$ cat config.mk
export PLATFORM = sky130hd
export DESIGN_NAME = tone_bin_classifier
export DESIGN_NICKNAME = d
export VERILOG_FILES = /design/src/rtl/tone_bin_pkg.sv /design/src/rtl/tone_bin_sync.sv /design/src/rtl/tone_bin_window.sv /design/src/rtl/tone_bin_counter.sv /design/src/rtl/tone_bin_decide.sv /design/src/rtl/tone_bin_classifier.sv
export SDC_FILE = /design/constraint.sdc
export NUM_CORES = 1
export LEC_CHECK = 0
export CAP_MARGIN = 20
export CELL_PAD_IN_SITES_DETAIL_PLACEMENT = 0
export CELL_PAD_IN_SITES_GLOBAL_PLACEMENT = 1
export CORE_ASPECT_RATIO = 2
export CORE_UTILIZATION = 40
export DETAILED_ROUTE_END_ITERATION = 10
export PLACE_DENSITY = 0.85
export SYNTH_ARGS = -nofsm -noshare
export SYNTH_HDL_FRONTEND = slang
export SYNTH_SLANG_ARGS = --single-unit
$ cat constraint.sdc
create_clock -name clk -period 4.7 [get_ports clk]
set_input_delay 1.41 -clock clk [delete_from_list [all_inputs] [get_ports clk]]
set_output_delay 1.41 -clock clk [all_outputs]
set_load 0.02 [all_outputs]
$ cat src/rtl/tone_bin_pkg.sv
package tone_bin_pkg;

    localparam int NUM_BOUNDS = 4;

    typedef enum logic [1:0] {
        CODE_NONE  = 2'b00,
        CODE_TONE1 = 2'b01,
        CODE_TONE2 = 2'b10,
        CODE_TONE3 = 2'b11
    } tone_code_e;

    typedef struct packed {
        logic       valid;
        tone_code_e code;
    } tone_result_t;

    // ge[i] is set when the window count reaches boundary i
    function automatic tone_code_e code_from_flags(logic [NUM_BOUNDS-1:0] ge);
        tone_code_e c;
        if (ge[3])      c = CODE_NONE;
        else if (ge[2]) c = CODE_TONE3;
        else if (ge[1]) c = CODE_TONE2;
        else if (ge[0]) c = CODE_TONE1;
        else            c = CODE_NONE;
        return c;
    endfunction

endpackage

$ cat src/rtl/tone_bin_sync.sv
module tone_bin_sync #(
    parameter int STAGES = 2
) (
    input  logic clk,
    input  logic rst,
    input  logic din,
    output logic rise
);
    // stages 0..STAGES-1 synchronise, stage STAGES holds the previous value
    logic [STAGES:0] sr;

    always_ff @(posedge clk) begin
        if (rst) sr <= '0;
        else     sr <= {sr[STAGES-1:0], din};
    end

    assign rise = sr[STAGES-1] & ~sr[STAGES];
endmodule

$ cat src/rtl/tone_bin_window.sv
module tone_bin_window #(
    parameter int WIN_CYCLES = 1000
) (
    input  logic clk,
    input  logic rst,
    output logic win_end
);
    localparam int WIN_W = (WIN_CYCLES > 2) ? $clog2(WIN_CYCLES) : 1;
    localparam logic [WIN_W-1:0] LAST = WIN_W'(WIN_CYCLES - 1);

    logic [WIN_W-1:0] win_cnt;

    assign win_end = (win_cnt == LAST);

    always_ff @(posedge clk) begin
        if (rst)          win_cnt <= '0;
        else if (win_end) win_cnt <= '0;
        else              win_cnt <= win_cnt + 1'b1;
    end
endmodule

$ cat src/rtl/tone_bin_counter.sv
module tone_bin_counter #(
    parameter int CNT_W = 12
) (
    input  logic             clk,
    input  logic             rst,
    input  logic             rise,
    input  logic             win_end,
    output logic [CNT_W-1:0] edge_cnt,
    output logic [CNT_W-1:0] total
);
    localparam logic [CNT_W-1:0] MAXC = {CNT_W{1'b1}};

    // count including an edge that lands on the closing cycle
    always_comb begin
        if (rise && edge_cnt != MAXC) total = edge_cnt + 1'b1;
        else                          total = edge_cnt;
    end

    always_ff @(posedge clk) begin
        if (rst || win_end) edge_cnt <= '0;
        else                edge_cnt <= total;
    end
endmodule

$ cat src/rtl/tone_bin_decide.sv
module tone_bin_decide
    import tone_bin_pkg::*;
#(
    parameter int CNT_W = 12
) (
    input  logic                             clk,
    input  logic                             rst,
    input  logic                             win_end,
    input  logic [CNT_W-1:0]                 total,
    input  logic [NUM_BOUNDS-1:0][CNT_W-1:0] bounds,
    output tone_result_t                     result
);
    logic [NUM_BOUNDS-1:0] ge;

    for (genvar i = 0; i < NUM_BOUNDS; i++) begin : g_cmp
        assign ge[i] = (total >= bounds[i]);
    end

    always_ff @(posedge clk) begin
        if (rst) begin
            result.valid <= 1'b0;
            result.code  <= CODE_NONE;
        end else if (win_end) begin
            result.valid <= 1'b1;
            result.code  <= code_from_flags(ge);
        end else begin
            result.valid <= 1'b0;
        end
    end
endmodule

$ cat src/rtl/tone_bin_classifier.sv
module tone_bin_classifier
    import tone_bin_pkg::*;
#(
    parameter int WIN_CYCLES = 1000,
    parameter int CNT_W      = 12,
    parameter int SYNC_STAGES = 2
) (
    input  logic             clk,
    input  logic             rst,
    input  logic             tone_in,
    input  logic [CNT_W-1:0] bound0,
    input  logic [CNT_W-1:0] bound1,
    input  logic [CNT_W-1:0] bound2,
    input  logic [CNT_W-1:0] bound3,
    output logic [1:0]       tone_code,
    output logic             result_valid
);
    logic                             rise;
    logic                             win_end;
    logic [CNT_W-1:0]                 edge_cnt;
    logic [CNT_W-1:0]                 total;
    logic [NUM_BOUNDS-1:0][CNT_W-1:0] bounds;
    tone_result_t                     result;

    assign bounds = {bound3, bound2, bound1, bound0};

    tone_bin_sync #(.STAGES(SYNC_STAGES)) u_sync (
        .clk  (clk),
        .rst  (rst),
        .din  (tone_in),
        .rise (rise)
    );

    tone_bin_window #(.WIN_CYCLES(WIN_CYCLES)) u_window (
        .clk     (clk),
        .rst     (rst),
        .win_end (win_end)
    );

    tone_bin_counter #(.CNT_W(CNT_W)) u_counter (
        .clk      (clk),
        .rst      (rst),
        .rise     (rise),
        .win_end  (win_end),
        .edge_cnt (edge_cnt),
        .total    (total)
    );

    tone_bin_decide #(.CNT_W(CNT_W)) u_decide (
        .clk     (clk),
        .rst     (rst),
        .win_end (win_end),
        .total   (total),
        .bounds  (bounds),
        .result  (result)
    );

    assign tone_code    = result.code;
    assign result_valid = result.valid;
endmodule

==> results of run 1 <==
[cells in the mapped netlist]
master	n
inv_1	48
xor2_2	1
and3_1	7
a21oi_1	17
a31oi_1	1
and2_2	1
a211o_1	1
nor2b_4	1
or2_2	1
nor3b_1	1
ha_1	50
clkbuf_1	1
xor2_1	7
o2111ai_1	1
nor4_1	1
o211a_1	1
a21o_1	5
xnor2_1	9
nand4_1	5
dfxtp_1	28
mux2_2	1
clkbuf_2	1
and4_4	3
nand2_1	20
nand2b_1	2
nand4_2	1
and3_2	1
nor2b_1	15
o21ai_0	11
a2111oi_1	1
a211oi_1	5
nor3_1	3
nand3_1	5
o22ai_1	2
nor2_1	27
buf_6	1
[per-stage QoR]
step / hold slack (ns) / worst slack, ns / area, um2
2_1_floorplan: 0.414 / 1.82 / 2320
3_3_place_gp: 0.419 / 1.23 / 2920
3_5_place_dp: 0.428 / 1.23 / 2920
4_1_cts: 0.455 / 1.51 / 2990
5_1_grt: 0.470 / 1.26 / 2990
6_report: 0.445 / 1.53 / 2990
[routing by layer]
metal | wire, um | vias to the layer above
met4 | 9 | 0
met2 | 2560 | 39
met5 | 0 | -
met3 | 172 | 2
li1 | - | 1070
met1 | 2000 | 892
[registers in the layout (all words and copies together) (netlist names)]
signal	flops
u_decide.result	3
u_sync.sr	3
u_counter.edge_cnt	12
u_window.win_cnt	10
[kinds of logic (layout without fill, tap and decap cells)]
kind of cell               Yosys count  after routing  share of synthesized area (%)
adders and majority gates           50             50                           27.0
xor gates and xnor gates            17             17                           6.75
AOI/OAI and AO/OA                   45             45                           11.7
DFF                                 28             28                           24.2
buffers and inverters               51            107                           8.63
and+or+nand+nor                     94             94                           21.3
muxes                                1              1                          0.486
[report_power, final]
group	internal (uW)	switching (uW)
combinational	56.4	34.6
sequential	241	2.96
clock	114	69.3
[final cells by class]
cell class | instances | area (um2)
well taps | 60 | 75.1
clock buffers | 3 | 41.3
inverters | 48 | 180
fillers | 536 | 2520
repair buffers | 55 | 546
clock inverters | 1 | 30.0
multi-input cells | 207 | 1560
flip-flops and latches | 28 | 561
[path summary, 6_finish.rpt]
check | startpoint | endpoint | slack, ns | cells past startpoint
max | bound1[0] | u_decide.result[1] | 1.53 | 8
min | u_sync.sr[0] | u_sync.sr[1] | 0.45 | 1
max reg2reg | u_counter.edge_cnt[0] | u_decide.result[1] | 1.56 | 12
min reg2reg | u_sync.sr[0] | u_sync.sr[1] | 0.45 | 1
==> results.txt, run 1 <==
Yosys cell types = 36
TritonRoute pass-1 iters = 4
Layout area overhead = 29.0%
worst-margin pin slew = 0.540 ns
drt total wl = 4740 um
initial antenna violation count = 0
endpoint class of the critical path = flip-flop
layout cells sized above 1 = 4.68%
port bufs = 53
Initial Util = 42.0%
number of global-route vias before repair = 1,920
max incr delay on CP = 0.46 ns
grt ovf = 0
gpl congestion = 0.824
RSZ-0062 raised after global routing = no
mapped cell area = 2320 um2
register area share after synthesis = 24.2%
CTS clk-pin slew, worst paths = 0.09 ns
hold buffer count at cts = 0
Worst path top cell family by delay = compound AO/OA/AOI/OAI gates
required time of the worst setup path = 4.85 ns
postcts setup bufs = 0
die area = 6120 um2
per-cell routed wire length = 11.8 um
Pwr Density = 173 nW/um2
TNS Setup = 0 ns
htree depth = 1
Vias/cell = 4.98
post-route DRC violation count = 0
outcome = completed
Worst Setup Start Kind = primary input
Hold Path Class = flip-flop to flip-flop
ANT nets after route = 0
commonest non-fill, non-tap cells in the layout = 53 x clkdlybuf4s50_1, 50 x ha_1, 48 x inv_1
Synth Warn # = 0
power after layout = 518 uW
Worst-Skew Late Latency = 0.27 ns
Nets = 444
Crit path buffers/inverters = 1
CTS tree = done
post-synth top area cell = ha_1
GR Util met1 = 18.1%
crit path cell chain = clkdlybuf4s50_1, ha_1, nand2b_1, a211oi_1, o21ai_0, a2111oi_1, o211a_1, o22ai_1
largest net degree at the start of global routing = 23
met2 usage = 33.0%
clk_skew = 0.00369 ns
most used routing layer = met2
maximum clock rate = 0.316 GHz
io pins = 54
ant diodes = 0
worst path arrival time = 3.32 ns
Worst IR Drop VDD = 0.227 mV
met3 Use GR = 1.29%
Slew Limit Fails = 0
Mean Syn Cell Area = 8.11 um2
commonest non-fill, non-tap cell in the layout = clkdlybuf4s50_1
post-CTS sizing = 0
placed cell count = 398
DRT iter0 DRCs = 49
GR Util All Layers = 16.2%
Clk Tree Root Cell = clkbuf_8
Yosys reg bits = 28
crit path max-delay cell type = a2111oi_1
final worst-path cycle share = 67.4%
total CTS buffers = 3
Setup CP Type = primary input to flip-flop
Max-slew headroom = 63.7%
Finished Layout Cells = 402
vias = 2,003
Final Hold Viols = 0
crit path time final = 3.17 ns
Post-Syn Nets = 387
die width = 55.8 um
clock sink count = 28
Synth Instances = 286
LEAKAGE = 0.00153 uW
Post-DP HPWL = 4070 um
Critical Path Fanout Max = 2
Core Box Area = 5520 um2
MaxCap Viol Count = 0
row count = 38
final core occ = 54.2%
Synth area leaders = ha_1 27%, dfxtp_1 24%, inv_1 7.8%
Synth top area share = 27.0%
Die Height = 110 um
CTS max path bufs = 2
first-pass GRT wire length = 8060 um
final setup fails = 0
Note: power is estimated with default switching activity, not from simulation.
==> run 2: changes to the inputs <==
CORE_UTILIZATION = 33   (was 40)
PLACE_DENSITY = 0.75   (was 0.85)
clock period = 2.7 ns   (was 4.7 ns; I/O delays follow)
==> results.txt, run 2 (synthesis gave the netlist of run 1 again) <==
commonest non-fill, non-tap cell in the layout = clkdlybuf4s50_1 (unchanged)
per-cell routed wire length = 13.0 um (was 11.8 um)
net switching power = 223 uW (was 107 uW)
placed cell count = 448 (was 398)
clk_skew = 0.00591 ns (was 0.00369 ns)
r2r worst-path depth = 13 (was 12)
Reg with most FFs = u_counter.edge_cnt (unchanged)
CTS clk-pin slew, worst paths = 0.07 ns (was 0.09 ns)
sequential fraction of design power = 40.4% (was 47.1%)
Initial Util = 34.5% (was 42.0%)
WHS Endpoint = u_sync.sr[1] (unchanged)
total CTS buffers = 3 (unchanged)
GR Util All Layers = 16.1% (was 16.2%)
Min-Delay Path Depth = 1 (unchanged)
LEAKAGE = 0.00177 uW (was 0.00153 uW)
Largest register FFs = 12 (unchanged)
Post-DP HPWL = 4560 um (was 4070 um)
final worst-path cycle share = 101%
worst-margin pin slew = 0.474 ns (was 0.540 ns)
htree depth = 1 (unchanged)
vias = 2,161 (was 2,003)
TritonRoute pass-1 iters = 4 (unchanged)
post-route DRC violation count = 0 (unchanged)
MaxCap Viol Count = 0 (unchanged)
drt total wl = 5910 um (was 4740 um)
DRT iter0 DRCs = 38 (was 49)
Clk Tree Root Cell = clkbuf_16 (was clkbuf_8)
ant diodes = 0 (unchanged)
CTS tree = done (unchanged)
port bufs = 53 (unchanged)
die width = 61.3 um (was 55.8 um)
CTS max path bufs = 2 (unchanged)
worst reg2reg endpoint = u_decide.result[1] (unchanged)
Max-slew headroom = 68.4% (was 63.7%)
failing checks = negative setup slack
crit path time final = 2.72 ns
Sw Share = 21.2% (was 20.6%)
Setup CP Type = flip-flop to flip-flop (was primary input to flip-flop)
Nets = 469 (was 444)
final setup fails = 1 (was 0)
required time of the worst setup path = 2.84 ns (was 4.85 ns)
Critical Path Fanout Max = 5 (was 2)
Worst Setup Start Kind = flip-flop (was primary input)
Layout area overhead = 53.9% (was 29.0%)
number of global-route vias before repair = 2,193 (was 1,920)
Worst IR Drop VDD = 0.233 mV (was 0.227 mV)
io pins = 54 (unchanged)
WHS = 0.451 ns (was 0.445 ns)
die area = 7390 um2 (was 6120 um2)
grt ovf = 0 (unchanged)
Finished Layout Cells = 455 (was 402)
Top Registers = u_counter.edge_cnt: 12 flops, u_window.win_cnt: 10 flops (unchanged)
Die Height = 121 um (was 110 um)
Critical Path Start = u_counter.edge_cnt[1] (was bound1[0])
ANT nets after route = 0 (unchanged)
layout cells sized above 1 = 21.8% (was 4.68%)
row count = 42 (was 38)
commonest non-fill, non-tap cells in the layout = 53 x clkdlybuf4s50_1, 48 x inv_1, 42 x ha_1 (was 53 x clkdlybuf4s50_1, 50 x ha_1, 48 x inv_1)
clock network power share = 41.8% (was 35.4%)
worst path arrival time = 2.86 ns (was 3.32 ns)
Hold Startpoint = u_sync.sr[0] (unchanged)
Vias/cell = 4.75 (was 4.98)
Pwr Density = 294 nW/um2 (was 173 nW/um2)
largest net degree at the start of global routing = 23 (unchanged)
endpoint class of the critical path = flip-flop (unchanged)
Core Box Area = 6730 um2 (was 5520 um2)
Slew Limit Fails = 0 (unchanged)
Hold Path Class = flip-flop to flip-flop (unchanged)
combinational share of power = 17.8% (was 17.6%)
pre-CTS WS = -0.123 ns (was 1.23 ns)
RSZ-0062 raised after global routing = yes (was no)
first-pass GRT wire length = 9050 um (was 8060 um)
RR Startpoint = u_counter.edge_cnt[1] (was u_counter.edge_cnt[0])
outcome = complete, but fails checks (was completed)
clock sink count = 28 (unchanged)
fillers = 684 (was 536)
Final Hold Viols = 0 (unchanged)
Cell Int Power = 827 uW (was 411 uW)
final core occ = 53.1% (was 54.2%)
Worst-Skew Late Latency = 0.26 ns (was 0.27 ns)
gpl congestion = 0.821 (was 0.824)
initial antenna violation count = 0 (unchanged)
R2R setup slack = -0.02 ns (was 1.56 ns)
final worst slack = -0.0200 ns (was 1.53 ns)
maximum clock rate = 0.368 GHz
run 2: changes by cell type in the layout (fill, tap and decap cells not counted), moves of 6 or more:
cell / change
buf_4: +24
ha_1: -8
a21oi_2: +6
ha_4: +8
a21oi_1: -6
o21ai_0: -7
run 2: layout make-up:
cell class / instances / area, um2 / area share, %
Tap cell: 88 / 110 / 3.09
Clock inverter: 1 / 30.0 / 0.842
Clock buffer: 3 / 75.1 / 2.10
Multi-Input combinational cell: 207 / 1870 / 52.4
Inverter: 48 / 180 / 5.05
Timing Repair Buffer: 80 / 737 / 20.7
Sequential cell: 28 / 567 / 15.9
run 2: worst max path at each step:
| stage | endpoint | slack [ns] |
|---|---|---|
| after CTS | u_decide.result[1] | 0.003 |
| after global routing | u_decide.result[1] | -0.14 |
| after global placement | u_decide.result[1] | -0.12 |
| after detailed placement | u_decide.result[1] | -0.12 |
| after floorplan | u_decide.result[1] | 0.005 |
| final | u_decide.result[1] | -0.02 |
run 2: worst max-delay path, stage by stage, from the launching register on:
cell	delay [ns]
dfxtp_4	0.36
ha_4	0.16
and3_4	0.15
nand4_4	0.09
and4_4	0.28
nand2_4	0.08
xnor2_4	0.19
ha_1	0.28
a21o_1	0.19
a21oi_2	0.16
nor2b_2	0.07
a2111oi_4	0.31
o211a_1	0.21
o22ai_1	0.06
run 2: repair_timing:
item                       4_1_cts  5_1_grt
resized for setup               19       36
pin swaps                       12       14
setup endpoints to repair        2        2
setup buffers                    2        1
hold buffers                     0        0
run 2: stage by stage:
stage | instance area [um2] | power (uW) | TNS [ns]
finish | 3570 | 1050 | -0.0200
global route | 3570 | 1100 | -0.167
CTS | 3340 | 1050 | 0
detailed placement | 3140 | 602 | -0.227
global placement | 3140 | 600 | -0.186
floorplan | 2340 | 504 | 0
run 2: layer usage:
| metal | global-route usage [%] | part of all wire [%] |
|---|---|---|
| met1 | 17.0 | 39 |
| met3 | 2.14 | 2.6 |
| met2 | 30.5 | 55 |
| met5 | 0 | 0 |
| met4 | 5.40 | 3.6 |
run 2: power by group through the flow:
stage / clock network (uW) / logic, uW / registers, uW
6_report: 438 / 187 / 424
5_1_grt: 464 / 212 / 425
4_1_cts: 447 / 177 / 425
3_5_place_dp: 0 / 169 / 434
3_3_place_gp: 0 / 167 / 434
2_1_floorplan: 0 / 71.1 / 433
==> run 3: changes to the inputs <==
SKIP_LAST_GASP = 1   (was not set)
==> results.txt, run 3 (synthesis gave the netlist of run 1 again) <==
Max-slew headroom = 68.1% (was 68.4%)
Core Box Area = 6730 um2 (unchanged)
Worst path top cell family by delay = compound AO/OA/AOI/OAI gates (unchanged)
DRT iter0 DRCs = 32 (was 38)
gpl congestion = 0.821 (unchanged)
TNS Setup = -0.0277 ns (was -0.0200 ns)
Min-Delay Path Depth = 1 (unchanged)
Layout area overhead = 52.8% (was 53.9%)
crit path cell chain = ha_4, and3_4, nand4_4, and4_4, nand2_4, xnor2_2, ha_1, a21o_1, a21oi_2, nor2b_2, a2111oi_4, o211a_1, o22ai_1 (was ha_4, and3_4, nand4_4, and4_4, nand2_4, xnor2_4, ha_1, a21o_1, a21oi_2, nor2b_2, a2111oi_4, o211a_1, o22ai_1)
Cell Int Power = 826 uW (was 827 uW)
sequential fraction of design power = 40.5% (was 40.4%)
largest net degree at the start of global routing = 23 (unchanged)
worst-margin pin slew = 0.478 ns (was 0.474 ns)
number of global-route vias before repair = 2,193 (unchanged)
TritonRoute pass-1 iters = 4 (unchanged)
Final Hold Viols = 0 (unchanged)
layout cells sized above 1 = 21.0% (was 21.8%)
total CTS buffers = 3 (unchanged)
io pins = 54 (unchanged)
CTS tree = done (unchanged)
Die Height = 121 um (unchanged)
CTS max path bufs = 2 (unchanged)
Worst IR Drop VDD = 0.233 mV (about the same)
CTS clk-pin slew, worst paths = 0.07 ns (about the same)
clock network power share = 41.9% (was 41.8%)
Hold Path Class = flip-flop to flip-flop (unchanged)
Pwr Density = 296 nW/um2 (was 294 nW/um2)
commonest non-fill, non-tap cell in the layout = clkdlybuf4s50_1 (unchanged)
Setup CP Type = flip-flop to flip-flop (unchanged)
Reg with most FFs = u_counter.edge_cnt (unchanged)
Slew Limit Fails = 0 (unchanged)
r2r worst-path depth = 13 (unchanged)
row count = 42 (unchanged)
Top Registers = u_counter.edge_cnt: 12 flops, u_window.win_cnt: 10 flops (unchanged)
area of the multi-input gates = 1840 um2 (was 1870 um2)
required time of the worst setup path = 2.84 ns (about the same)
Largest register FFs = 12 (unchanged)
drt total wl = 5840 um (was 5910 um)
worst path arrival time = 2.87 ns (was 2.86 ns)
commonest non-fill, non-tap cells in the layout = 53 x clkdlybuf4s50_1, 48 x inv_1, 42 x ha_1 (unchanged)
die width = 61.3 um (unchanged)
Nets = 469 (unchanged)
Finished Layout Cells = 455 (unchanged)
FF/Latch Area = 567 um2 (unchanged)
post-route DRC violation count = 0 (unchanged)
grt ovf = 0 (unchanged)
net switching power = 223 uW (about the same)
fillers = 681 (was 684)
initial antenna violation count = 0 (unchanged)
Initial Util = 34.5% (unchanged)
crit path time final = 2.73 ns (was 2.72 ns)
ANT nets after route = 0 (unchanged)
failing checks = negative setup slack (unchanged)
max incr delay on CP = 0.36 ns (about the same)
clk_skew = 0.00580 ns (was 0.00591 ns)
final setup fails = 1 (unchanged)
final worst slack = -0.0277 ns (was -0.0200 ns)
combinational share of power = 17.7% (was 17.8%)
die area = 7390 um2 (unchanged)
htree depth = 1 (unchanged)
Worst Setup Start Kind = flip-flop (unchanged)
Crit path buffers/inverters = 0 (unchanged)
first-pass GRT wire length = 9050 um (unchanged)
outcome = complete, but fails checks (unchanged)
Critical Path Fanout Max = 5 (unchanged)
pre-CTS WS = -0.123 ns (unchanged)
Clk Tree Root Cell = clkbuf_16 (unchanged)
MaxCap Viol Count = 0 (unchanged)
critical path depth = 13 (unchanged)
GR Util All Layers = 16.1% (unchanged)
per-cell routed wire length = 12.8 um (was 13.0 um)
maximum clock rate = 0.367 GHz (was 0.368 GHz)
Post-DP HPWL = 4560 um (unchanged)
hold buffer count at cts = 0 (unchanged)
LEAKAGE = 0.00177 uW (about the same)
Worst-Skew Late Latency = 0.26 ns (about the same)
final worst-path cycle share = 101% (about the same)
endpoint class of the critical path = flip-flop (unchanged)
Vias/cell = 4.74 (was 4.75)
Sw Share = 21.2% (about the same)
placed cell count = 448 (unchanged)
RSZ-0062 raised after global routing = yes (unchanged)
port bufs = 53 (unchanged)
crit path max-delay cell type = dfxtp_4 (unchanged)
clock sink count = 28 (unchanged)
vias = 2,155 (was 2,161)
ant diodes = 0 (unchanged)
run 3: cell count changes in the layout (fill, tap and decap cells not counted):
cell     previous run  this run
a21oi_1            11        12
a31oi_1             0         1
xnor2_2             2         3
a31oi_2             1         0
o21ai_0             4         6
a21oi_2             6         5
xnor2_4             2         1
o21ai_1             5         4
o21ai_2             2         1
run 3: metrics by stage:
step	total power, uW	cell area, um2	utilization, %	hold WS (ns)
2_1_floorplan	504	2340	-	0.414
3_3_place_gp	600	3140	46.7	0.428
3_5_place_dp	602	3140	46.7	0.440
4_1_cts	1050	3340	49.7	0.460
5_1_grt	1100	3540	52.7	0.470
6_report	1050	3540	52.7	0.451
run 3: power groups by stage:
stage / registers [uW] / logic [uW] / clock network, uW
final: 424 / 185 / 439
after detailed placement: 434 / 169 / 0
after global routing: 425 / 210 / 464
after floorplan: 433 / 71.1 / 0
after global placement: 434 / 167 / 0
after CTS: 425 / 177 / 447
run 3: final timing paths:
kind / to / startpoint / slack [ns]
worst max register to register: u_decide.result[1] / u_counter.edge_cnt[1] / -0.03
worst min-delay path: u_sync.sr[1] / u_sync.sr[0] / 0.45
worst max-delay path: u_decide.result[1] / u_counter.edge_cnt[1] / -0.03
worst min register to register: u_sync.sr[1] / u_sync.sr[0] / 0.45
run 3: layer usage:
| layer | global-route usage (%) | vias up | routed length (um) |
|---|---|---|---|
| li1 | - | 1112 | - |
| met4 | 5.40 | 0 | 178 |
| met1 | 17.0 | 984 | 2300 |
| met2 | 30.5 | 45 | 3230 |
| met3 | 2.14 | 14 | 138 |
| met5 | 0 | - | 0 |
run 3: cell type report:
class | count | area share (%)
Multi-Input combinational cell | 207 | 52.0
Timing Repair Buffer | 80 | 20.8
Sequential cell | 28 | 16.0
Inverter | 48 | 5.08
Tap cell | 88 | 3.11
Clock buffer | 3 | 2.12
Clock inverter | 1 | 0.847
run 3: timing repair:
item | CTS | global route
gates resized for setup | 19 | 30
pin swaps | 12 | 14
setup endpoints to repair | 2 | 2
endpoints found under the hold margin | 0 | 0
buffers inserted | 2 | 1
